File: src/rtl/mac_pkg.sv
package mac_pkg;

    localparam int unsigned DEF_OP_W    = 8;
    localparam int unsigned DEF_GUARD_W = 8;

    // Each of the n partial-product rows is offset by 2^(n-1) so it is
    // non-negative; the offsets sum to (2^n - 1) * 2^(n-1).
    function automatic int unsigned bias_of(input int unsigned n);
        return ((32'd1 << n) - 32'd1) << (n - 1);
    endfunction

endpackage

File: src/rtl/pp_tree.sv
// Stage-one datapath: biased partial products and a 3:2 reduction tree.
module pp_tree #(
    parameter int unsigned OP_W = 8,
    localparam int unsigned PW  = 2 * OP_W,
    localparam int unsigned NR  = OP_W + 1
) (
    input  logic [OP_W-1:0] a,
    input  logic [OP_W-1:0] b,
    output logic [PW-1:0]   row_s,
    output logic [PW-1:0]   row_c
);

    localparam logic [OP_W-1:0] TOPBIT = {1'b1, {(OP_W-1){1'b0}}};

    logic [PW-1:0] rows [NR];

    // Rows below the sign row: b[i]*a + 2^(OP_W-1), made unsigned by
    // flipping the sign bit of the operand.
    for (genvar gi = 0; gi < OP_W - 1; gi++) begin : g_row
        logic [OP_W-1:0] body;
        assign body     = b[gi] ? (a ^ TOPBIT) : TOPBIT;
        assign rows[gi] = {{OP_W{1'b0}}, body} << gi;
    end

    // Sign row subtracts a: ~a + 1, with the +1 placed in an extra row.
    logic [OP_W-1:0] sign_body;
    assign sign_body      = b[OP_W-1] ? {a[OP_W-1], ~a[OP_W-2:0]} : TOPBIT;
    assign rows[OP_W-1]   = {{OP_W{1'b0}}, sign_body} << (OP_W - 1);
    assign rows[OP_W]     = {{(PW-1){1'b0}}, b[OP_W-1]} << (OP_W - 1);

    // Wallace-style reduction: each level groups rows by three.
    always_comb begin
        logic [PW-1:0] wk [NR];
        logic [PW-1:0] nx [NR];
        logic [PW-1:0] x, y, z;
        int cnt, nc, grp;
        wk  = rows;
        cnt = NR;
        for (int lv = 0; lv < NR; lv++) begin
            if (cnt > 2) begin
                for (int r = 0; r < NR; r++) nx[r] = '0;
                grp = cnt / 3;
                nc  = 0;
                for (int gi = 0; gi < NR / 3; gi++) begin
                    if (gi < grp) begin
                        x = wk[3*gi];
                        y = wk[3*gi+1];
                        z = wk[3*gi+2];
                        nx[nc]   = x ^ y ^ z;
                        nx[nc+1] = ((x & y) | (x & z) | (y & z)) << 1;
                        nc = nc + 2;
                    end
                end
                for (int r = 0; r < NR; r++) begin
                    if (r >= 3 * grp && r < cnt) begin
                        nx[nc] = wk[r];
                        nc = nc + 1;
                    end
                end
                wk  = nx;
                cnt = nc;
            end
        end
        row_s = wk[0];
        row_c = wk[1];
    end

endmodule

File: src/rtl/ks_prefix_adder.sv
// Kogge-Stone carry-propagate adder, carry-in zero, result modulo 2^W.
module ks_prefix_adder #(
    parameter int unsigned W = 24,
    localparam int unsigned LV = $clog2(W)
) (
    input  logic [W-1:0] x,
    input  logic [W-1:0] y,
    output logic [W-1:0] sum
);

    logic [W-1:0] half;
    assign half = x ^ y;

    always_comb begin
        logic [W-1:0] g, p;
        int d;
        g = x & y;
        p = half;
        for (int lv = 0; lv < LV; lv++) begin
            d = 1 << lv;
            // Descending index keeps each level reading the previous one.
            for (int i = W - 1; i >= 0; i--) begin
                if (i >= d) begin
                    g[i] = g[i] | (p[i] & g[i-d]);
                    p[i] = p[i] & p[i-d];
                end
            end
        end
        sum = half ^ {g[W-2:0], 1'b0};
    end

endmodule

File: src/rtl/acc_merge.sv
// Stage-two datapath: sign fix-up, carry-save merge, prefix resolution.
module acc_merge
    import mac_pkg::*;
#(
    parameter int unsigned OP_W  = 8,
    parameter int unsigned AW    = 24,
    localparam int unsigned PW   = 2 * OP_W
) (
    input  logic [AW-1:0] acc_q,
    input  logic          restart,
    input  logic [PW-1:0] row_s,
    input  logic [PW-1:0] row_c,
    output logic [AW-1:0] acc_nx
);

    // Adding -bias modulo 2^AW both removes the row offsets and
    // sign-extends the product: one constant row does both.
    localparam logic [AW-1:0] FIX_ROW = ~AW'(bias_of(OP_W)) + 1'b1;

    logic [AW-1:0] base, es, ec;
    logic [AW-1:0] s1, c1, s2, c2;

    assign base = restart ? '0 : acc_q;
    assign es   = {{(AW-PW){1'b0}}, row_s};
    assign ec   = {{(AW-PW){1'b0}}, row_c};

    assign s1 = base ^ es ^ ec;
    assign c1 = ((base & es) | (base & ec) | (es & ec)) << 1;
    assign s2 = s1 ^ c1 ^ FIX_ROW;
    assign c2 = ((s1 & c1) | (s1 & FIX_ROW) | (c1 & FIX_ROW)) << 1;

    ks_prefix_adder #(.W(AW)) u_cpa (
        .x   (s2),
        .y   (c2),
        .sum (acc_nx)
    );

endmodule

File: src/rtl/sat_clamp.sv
// Clamp a wide signed value to the signed PW-bit range.
module sat_clamp #(
    parameter int unsigned AW = 24,
    parameter int unsigned PW = 16
) (
    input  logic [AW-1:0] v,
    output logic [PW-1:0] y,
    output logic          oor
);

    logic [AW-PW:0] upper;
    assign upper = v[AW-1:PW-1];
    assign oor   = ~((&upper) | ~(|upper));

    always_comb begin
        if (!oor)          y = v[PW-1:0];
        else if (v[AW-1])  y = {1'b1, {(PW-1){1'b0}}};
        else               y = {1'b0, {(PW-1){1'b1}}};
    end

endmodule

File: src/rtl/csa_mac_unit.sv
module csa_mac_unit
    import mac_pkg::*;
#(
    parameter int unsigned OP_W     = DEF_OP_W,
    parameter int unsigned GUARD_W  = DEF_GUARD_W,
    localparam int unsigned PROD_W  = 2 * OP_W,
    localparam int unsigned ACC_W   = PROD_W + GUARD_W
) (
    input  logic              clk,
    input  logic              rst_n,
    input  logic              in_valid,
    input  logic              acc_clear,
    input  logic [OP_W-1:0]   op_a,
    input  logic [OP_W-1:0]   op_b,
    output logic [PROD_W-1:0] acc_out,
    output logic              ovf_flag
);

    typedef struct packed {
        logic              s1_vld;
        logic              s1_clr;
        logic [PROD_W-1:0] s1_rs;
        logic [PROD_W-1:0] s1_rc;
        logic [ACC_W-1:0]  acc;
        logic [PROD_W-1:0] shown;
        logic              ovf;
    } mac_state_t;

    mac_state_t st_d, st_q;

    logic [PROD_W-1:0] tree_s, tree_c;
    logic [ACC_W-1:0]  acc_nx;
    logic [PROD_W-1:0] shown_nx;
    logic              oor_nx;

    pp_tree #(.OP_W(OP_W)) u_tree (
        .a     (op_a),
        .b     (op_b),
        .row_s (tree_s),
        .row_c (tree_c)
    );

    acc_merge #(.OP_W(OP_W), .AW(ACC_W)) u_merge (
        .acc_q   (st_q.acc),
        .restart (st_q.s1_clr),
        .row_s   (st_q.s1_rs),
        .row_c   (st_q.s1_rc),
        .acc_nx  (acc_nx)
    );

    sat_clamp #(.AW(ACC_W), .PW(PROD_W)) u_sat (
        .v   (acc_nx),
        .y   (shown_nx),
        .oor (oor_nx)
    );

    always_comb begin
        st_d        = st_q;
        st_d.s1_vld = in_valid;
        if (in_valid) begin
            st_d.s1_clr = acc_clear;
            st_d.s1_rs  = tree_s;
            st_d.s1_rc  = tree_c;
        end
        if (st_q.s1_vld) begin
            st_d.acc   = acc_nx;
            st_d.shown = shown_nx;
            st_d.ovf   = (st_q.ovf & ~st_q.s1_clr) | oor_nx;
        end
    end

    always_ff @(posedge clk or negedge rst_n) begin
        if (!rst_n) st_q <= '0;
        else        st_q <= st_d;
    end

    assign acc_out  = st_q.shown;
    assign ovf_flag = st_q.ovf;

endmodule

File: config.mk
export PLATFORM = sky130hd
export DESIGN_NAME = csa_mac_unit
export DESIGN_NICKNAME = d
export VERILOG_FILES = /design/src/rtl/mac_pkg.sv /design/src/rtl/pp_tree.sv /design/src/rtl/ks_prefix_adder.sv /design/src/rtl/acc_merge.sv /design/src/rtl/sat_clamp.sv /design/src/rtl/csa_mac_unit.sv
export SDC_FILE = /design/constraint.sdc
export NUM_CORES = 1
export LEC_CHECK = 0
export BUFFER_PORTS_ARGS = -buffer_cell sky130_fd_sc_hd__buf_2
export CAP_MARGIN = 40
export CORE_ASPECT_RATIO = 0.75
export CORE_MARGIN = 2
export CORE_UTILIZATION = 35
export CTS_BUF_LIST = sky130_fd_sc_hd__clkbuf_16
export CTS_CLUSTER_DIAMETER = 30
export DETAILED_ROUTE_END_ITERATION = 10
export PLACE_DENSITY = 0.53
export SLEW_MARGIN = 20
export SYNTH_ARGS = -nofsm -noshare
export SYNTH_HDL_FRONTEND = slang
export SYNTH_SLANG_ARGS = --single-unit
export TNS_END_PERCENT = 100
File: constraint.sdc
create_clock -name clk -period 5.7 [get_ports clk]
set_input_delay 1.14 -clock clk [delete_from_list [all_inputs] [get_ports clk]]
set_output_delay 1.14 -clock clk [all_outputs]
set_load 0.02 [all_outputs]
Yosys cells after proc, flatten, opt, wreduce, memory -nomap -nowiden:

Index checks and enable logic that the tools add are counted.
W data, S select, Z words.

* flip-flop bits (word level): 74
* bits in read-only memories: 0
* memories kept: 0
* latch bits: 0
* logic and storage cells: 322
* memory bits (writable): 0

* multipliers: 0
* bitwise logic cells: 302
* add/sub/neg operators: 0
* shift-type cells: 0
* divide/modulo/power cells: 0
* eq/ne operators: 0
* muxes and demuxes: 11
* magnitude comparators: 0
* reductions and logical operators: 2

Operator list (count)
* $or A15 B15 Y15: 12
* $and A15 B15 Y15: 11
* $and A1 B1 Y1: 147
* $xor A16 B16 Y16: 7
* $or A1 B1 Y1: 86
* $xor A24 B24 Y24: 3
* $or A23 B23 Y23: 3
* $mux W8: 8
* $xor A24 B16 Y24: 2
* $and A23 B16 Y23: 2
* $and A23 B23 Y23: 2
* $mux W16: 2
* $mux W24: 1
* $or A23 B16 Y23: 1
* $and A16 B16 Y16: 1
* $xor A16 B15 Y16: 1
* $and A14 B15 Y15: 1
* $and A15 B13 Y15: 1
* $and A15 B8 Y15: 1
* $or A15 B10 Y15: 1
* $or A15 B13 Y15: 1
* $xor A14 B15 Y15: 1
* $xor A15 B8 Y15: 1
* $and A14 B8 Y14: 1
* other kinds (15): 18

Logic depth before layout (Yosys ltp):

Gate-level depths: netlist of run 1.

* depth in word-level cells: 23
* depth in mapped cells: 17

Modules after synthesis:

Synthesis of run 1 repeated with hierarchy kept, for this count alone.

* cells, all modules: 694
* area total of the unflattened synthesis: 7369.6 µm²

By module, submodules not included
* csa_mac_unit: area an instance 3249.4 µm², seq. area each 1876.8 µm², cells each 175, times used 1
* pp_tree: area an instance 1630.3 µm², seq. area each 0.0 µm², cells each 177, times used 1
* ks_prefix_adder: area an instance 1256.2 µm², seq. area each 0.0 µm², cells each 176, times used 1
* acc_merge: area an instance 933.4 µm², seq. area each 0.0 µm², cells each 121, times used 1
* sat_clamp: area an instance 300.3 µm², seq. area each 0.0 µm², cells each 45, times used 1

Worst setup path after synthesis of run 1:

No wires, ideal clock.

* kind: register to register
* from: register st_q[73] (netlist bit)
* to: register st_q (netlist bit acc_out[14])
* clock period less this slack: 4080 ps
* setup slack: 1620 ps
* path buffers: 2
* stages on the path, launching flop included: 17
* data arrival time: 3986 ps
* required time: 5606 ps
* cells stage by stage: dfrtp_1 clkbuf_1 nor2b_1 ha_1 ha_1 ha_1 fa_1 a211o_1 a211o_1 a21boi_4 o211ai_2 a31oi_4 xor2_4 nor4_4 nor2_2 buf_6 a221oi_2

* cells in the longest elaborated chain, start to end: 22
* elaborated cells between the ends (all ways): 241
* those cells by class: mux (3); bitwise (236); reduce/logical (2)

Ends and longest elaborated chain
* from (decl): line csa_mac_unit.sv:29 `mac_state_t st_d, st_q;`
* from (signal assigned): line csa_mac_unit.sv:74 `else st_q <= st_d;`
* $mux W24 *: line acc_merge.sv:23 `assign base = restart ? '0 : acc_q;`
* $and A23 B16 Y23: line acc_merge.sv:28 `assign c1 = ((base & es) | (base & ec) | (es & ec)) << 1;`
* $or A23 B23 Y23: line acc_merge.sv:28
* $or A23 B16 Y23: line acc_merge.sv:28
* $and A23 B23 Y23: line acc_merge.sv:30 `assign c2 = ((s1 & c1) | (s1 & FIX_ROW) | (c1 & FIX_ROW)) << 1;`
* $or A23 B23 Y23 (2 in series): line acc_merge.sv:30
* $xor A24 B24 Y24 or $and A23 B23 Y23 (tied branches): line ks_prefix_adder.sv:12, ks_prefix_adder.sv:17
* $and A1 B1 Y1: line ks_prefix_adder.sv:24 `g[i] = g[i] | (p[i] & g[i-d]);`
* [... 4 more ...]
* $or A1 B1 Y1: line ks_prefix_adder.sv:24
* $and A1 B1 Y1: line ks_prefix_adder.sv:24
* $or A1 B1 Y1 (2 in series): line ks_prefix_adder.sv:24
* $xor A24 B24 Y24 *: line ks_prefix_adder.sv:29 `sum = half ^ {g[W-2:0], 1'b0};`
* $reduce_or A9 Y1: line sat_clamp.sv:13 `assign oor = ~((&upper) | ~(|upper));`
* $not A1 Y1: line sat_clamp.sv:13
* $or A1 B1 Y1: line sat_clamp.sv:13
* $mux W16 *: line sat_clamp.sv:16 `if (!oor) y = v[PW-1:0];`

Mark *: on every way between the ends. The rest lies on a longest branch, timed or not.
A chain may end at the register's enable or synchronous reset.

Worst setup path after layout of run 1:

* from: register st_q[73] (netlist bit)
* to: register st_q (netlist bit acc_out[2])

Same word-level chain as after synthesis.

==> results of run 1 <==
==> per-layer routing <==
layer | vias up | GRT usage (%)
li1 | 2176 | -
met1 | 2245 | 22.12
met2 | 65 | 23.98
met3 | 8 | 2.860
met4 | 0 | 3.237
met5 | - | 0
==> stage by stage <==
stage | worst slack, ns | cells | util, % | instance area (µm²) | hold slack [ns]
finish | 1.135 | 903 | 38.54 | 7049 | 0.4826
global route | 0.8181 | 903 | 38.54 | 7049 | 0.5097
CTS | 0.7375 | 902 | 38.45 | 7034 | 0.4940
detailed placement | 0.7475 | 886 | 36.95 | 6759 | 0.4793
global placement | 0.8732 | 884 | 36.80 | 6731 | 0.4676
floorplan | 1.620 | 636 | - | 6479 | 0.4413
==> cell usage after synthesis (3+ instances only) <==
cell type  count
a21oi_1       19
nor2b_1       19
o2bb2ai_1      3
nand2b_1      14
ha_1          66
xor2_1         6
o21ai_0       21
a21o_1         6
nand4_1        3
dfrtp_1       70
nor2_1        21
buf_2          3
a221oi_1       3
a21o_2         3
o21a_1         3
a221oi_2       3
o211ai_1       5
buf_6          6
a22oi_1        6
a211o_1        3
and2_1        47
xnor2_1       10
nand2_1       52
nand3_1        8
o21ai_1        4
buf_4         16
clkbuf_1      11
mux2_2        36
fa_1          49
nor3_1         8
inv_1         65
==> state kept, by name, summed over array words and instances (netlist names) <==
signal,count
st_q,53
ovf_flag,1
acc_out,16
==> area by class of cell <==
type / instances / share of cell area, %
inverter: 66 / 3.514
clock buffer: 9 / 3.195
sequential: 70 / 24.85
multi-input combinational: 463 / 59.98
timing repair buffer: 41 / 3.372
tap: 247 / 4.384
clock inverter: 7 / 0.7100
==> final timing paths <==
kind	slack (ns)	to	cells past startpoint
hold reg to reg	0.48	acc_out[15]	1
setup reg to reg	1.13	acc_out[2]	15
min in group asynchronous	0.82	st_q[57]	2
setup / recovery	1.13	acc_out[2]	15
max in group asynchronous	4.32	st_q[39]	3
hold / removal	0.48	acc_out[15]	1
==> layout by cell type (no fill, tap or decap), types with 3 or more instances in the layout <==
master,n
a211o_1,3
a21o_1,6
a21o_2,3
a21oi_1,19
a221oi_1,3
a221oi_2,3
a22oi_1,6
and2_1,47
buf_2,36
buf_4,3
clkbuf_16,9
dfrtp_1,70
fa_1,49
ha_1,66
inv_1,66
mux2_2,36
nand2_1,52
nand2b_1,14
nand3_1,8
nand4_1,3
nor2_1,21
nor2b_1,19
nor3_1,8
o211ai_1,5
o21a_1,3
o21ai_0,21
o21ai_1,4
o2bb2ai_1,3
xnor2_1,10
xor2_1,6
==> cells by family after synthesis <==
| group | after synthesis | synth area share, % |
|---|---|---|
| compound gates | 109 | 13.02 |
| fa+ha+maj | 115 | 27.89 |
| mux | 37 | 6.412 |
| xor+xnor | 18 | 2.839 |
| flops | 70 | 27.04 |
| buf+inv | 103 | 7.706 |
| simple gates | 184 | 15.10 |
==> results.toml, run 1 <==
[status]
status = "completed"

[logic_synthesis]
synth_seq_cells = 70
synth_ff_type = "dfrtp_1"
synth_area_mm2 = 0.006479
syn_inst = 636
synth_area_leaders = "dfrtp_1, fa_1, ha_1"
synth.top_cell.area_share_pct = 27.04
synth.distinct_cells = 69
syn_area_per_cell_um2 = 10.19
synth-async-reset-ratio_pct = 100.0
synth_warnings = 0
synth_area_leader_cell = "dfrtp_1"
yosysSeqAreaShare_pct = 27.04
synth_nets = 771
synth_edf_count = 0

[layout]
regArea_mm2 = 0.001752
fin_nets = 786
synthToLayoutAreaGrowth_pct = 8.806
fillers = 1863
antenna_cells = 0
multi_input_area_mm2 = 0.004228
drive_above_1_share_pct = 18.29

[worst_setup_path]
cp.required_ns = 5.93
path_common_cell = "ha_1"
cp_max_fo = 22
r2r_start = "st_q[73]"
critPathMaxStageDelay_ns = 0.44
cp_data_arrival_time_ns = 4.79
cp_top_family = "compound AO/OA/AOI/OAI gates"
critPathBufInv = 1
path_cells = "buf_8 > nor2b_1 > ha_1 > ha_1 > ha_1 > fa_1 > a211o_1 > a211o_1 > a21boi_4 > o211ai_2 > a31oi_4 > xor2_4 > nor4_4 > nor2_2 > a221oi_1"
startpoint = "st_q[73]"
cpMaxStageDelayCell = "fa_1"
critPathKind = "flop to flop"
cp-end-kind = "flop"
start_kind = "flop"

[cts]
cts_max_level = 3
hold_buffers = 0
clock_sinks = 70
cts_made_buffers = 9
path_clk_slew_ns = 0.06
clock_path_buffers = 2
tritoncts = "yes"
clkLatencyLatePin_ns = 0.34
clockRootBuffer = "clkbuf_16"
cts_resized = 0
cts_setup_buffers = 0

[timing]
tns_ns = 0
fmax_mhz = 219.0
timing.final.crit_period_ns = 4.565
relSlewSlack_pct = 48.99
grt_setup_unrepaired = "no"
setup_viol = 0
period_share_pct = 80.09
tightest_slew_ns = 0.7553
slew_violations = 0
fin_skew_ns = 0.009910
finalHoldViolCount = 0

[global_routing]
grt_pass1_vias = 4771
grtUsageTotal_pct = 15.28
antenna_found_initial = 0
grt_start_max_net_pins = 47
grt-ovfl-total = 0
grt_pass1_wl_um = 23970

[detailed_routing]
wirelength_met1_um = 6790
dr_wl_met2_um = 6115
ant_nets = 0
drt_iter0_markers = 248
dr.max_layer_used = "met4"
route.met3.wl_um = 525
viasPerCell = 4.977
wl_per_cell_um = 14.97
wl_um = 13520
vias = 4494
drc_errors = 0
drt_pass1_iterations = 4

[placed_design]
port_buffers = 36
place_hpwl_um = 10750
place_congestion = 0.8849

[floorplan]
die_w_um = 161.1
rows = 43
core_mm2 = 0.01829
dieHeight_um = 121.8
dieArea_mm2 = 0.01963
start_util_pct = 35.42
io-pin-count = 37

[worst_hold_path]
hp-class = "flop to flop"
min_from = "acc_out[15]"

[job]
maxCapViolations = 0
Power of run 1 is not shown: default switching activity piles up to over one toggle a cycle in this logic, so the estimate is an artifact.
==> inputs of run 2 (changes only) <==
==> constraint.sdc (replaced) <==
create_clock -name clk -period 4.4 [get_ports clk]
set_input_delay 0.88 -clock clk [delete_from_list [all_inputs] [get_ports clk]]
set_output_delay 0.88 -clock clk [all_outputs]
set_load 0.02 [all_outputs]
==> results.toml, run 2 (synthesis results as in run 1) <==
[worst_setup_path]
path_common_cell = "ha_1"
cp.required_ns = 4.59
r2r_slack_ns = 0.23
critPathBufInv = 1
rr_endpoint = "acc_out[0]"
cp_top_family = "compound AO/OA/AOI/OAI gates"
cpMaxStageDelayCell = "dfrtp_2"
cp_max_fo = 6
path_cells = "buf_4 > nor2b_1 > ha_1 > ha_1 > ha_1 > fa_2 > a211o_1 > a211o_1 > a21boi_4 > o211ai_2 > a31oi_4 > xor2_4 > nand4_4 > a21oi_4 > a221oi_1"
critPathKind = "flop to flop"
cp_data_arrival_time_ns = 4.36
start_kind = "flop"
cp-end-kind = "flop"
r2r_start = "st_q[73]"
critPathMaxStageDelay_ns = 0.43
r2r_cells = 15

[cts]
cts_max_level = 3
tritoncts = "yes"
clkLatencyLatePin_ns = 0.34
path_clk_slew_ns = 0.07
cts_made_buffers = 9
clockRootBuffer = "clkbuf_16"
clock_sinks = 70
hold_buffers = 0
clock_path_buffers = 2

[timing]
setup_viol = 0
fin_skew_ns = 0.008001
fmax_mhz = 239.7
slew_violations = 0
finalHoldViolCount = 0
relSlewSlack_pct = 55.14
tightest_slew_ns = 0.6730
hold_slack_ns = 0.3800
timing.final.crit_period_ns = 4.171
period_share_pct = 94.80

[detailed_routing]
drc_errors = 0
wl_um = 14020
ant_nets = 0
drt_pass1_iterations = 6
vias = 4576
wl_per_cell_um = 15.21
drt_iter0_markers = 240
viasPerCell = 4.963

[floorplan]
die_w_um = 161.1
start_util_pct = 35.42
dieArea_mm2 = 0.01963
io-pin-count = 37
rows = 43
core_mm2 = 0.01829
dieHeight_um = 121.8

[layout]
final_common_cell = "dfrtp_1"
fin_nets = 805
final_cell_mix = "dfrtp_1, inv_1, ha_1, nand2_1, fa_1"
antenna_cells = 0
postLayoutCellArea_mm2 = 0.007375
fin_util_pct = 40.31
synthToLayoutAreaGrowth_pct = 13.83
drive_above_1_share_pct = 24.00
largest_register = "st_q"
largest_reg_flops = 53

[placed_design]
place_congestion = 0.8474
port_buffers = 36
place_area_mm2 = 0.006827
place_hpwl_um = 10920

[global_routing]
grtUsageTotal_pct = 15.44
antenna_found_initial = 0
grt_pass1_vias = 4949
grt_pass1_wl_um = 24440
grt_start_max_net_pins = 47
grt-ovfl-total = 0

[job]
maxCapViolations = 0

[worst_hold_path]
hp-class = "input pin to asynchronous set/reset pin"

[status]
status = "completed"
==> run 2: worst max path at each step <==
stage / start / to / slack [ns] / cells past startpoint
6_report: st_q[73] / acc_out[0] / 0.23 / 15
5_1_grt: st_q[73] / acc_out[5] / -0.007 / 15
4_1_cts: st_q[73] / acc_out[1] / 0.05 / 15
3_5_place_dp: st_q[73] / acc_out[1] / -0.04 / 14
3_3_place_gp: st_q[73] / acc_out[5] / 0.05 / 14
2_1_floorplan: st_q[73] / acc_out[14] / 0.32 / 16
==> run 2: per-stage QoR <==
step	setup slack (ns)	setup TNS, ns	instances
after detailed placement	-0.04322	-0.1652	895
final	0.2288	0	922
after CTS	0.05151	0	911
after global routing	-0.006973	-0.009876	922
after global placement	0.04731	0	894
after floorplan	0.3198	0	636
==> run 2: per-layer routing <==
metal  part of all wire, %  vias up  GRT usage, %
li1                      -     2199             -
met1                    50     2304         21.48
met2                    45       56         25.00
met3                   3.1       17         3.064
met4                   1.4        0         3.627
met5                     0        -             0
==> run 2: layout make-up <==
class	instances	area, µm²
fill	1813	10920
multi-input combinational	463	4368
sequential	70	1753
timing repair buffer	60	374.1
tap	247	309.0
inverter	66	247.7
clock buffer	9	225.2
clock inverter	7	97.59
==> run 2: timing repair <==
action	4_1_cts	5_1_grt
gates resized for setup	2	26
pin swaps	0	10
endpoints found under the setup margin	12	18
setup buffers	0	11
Power of run 2 is left out for the same reason.
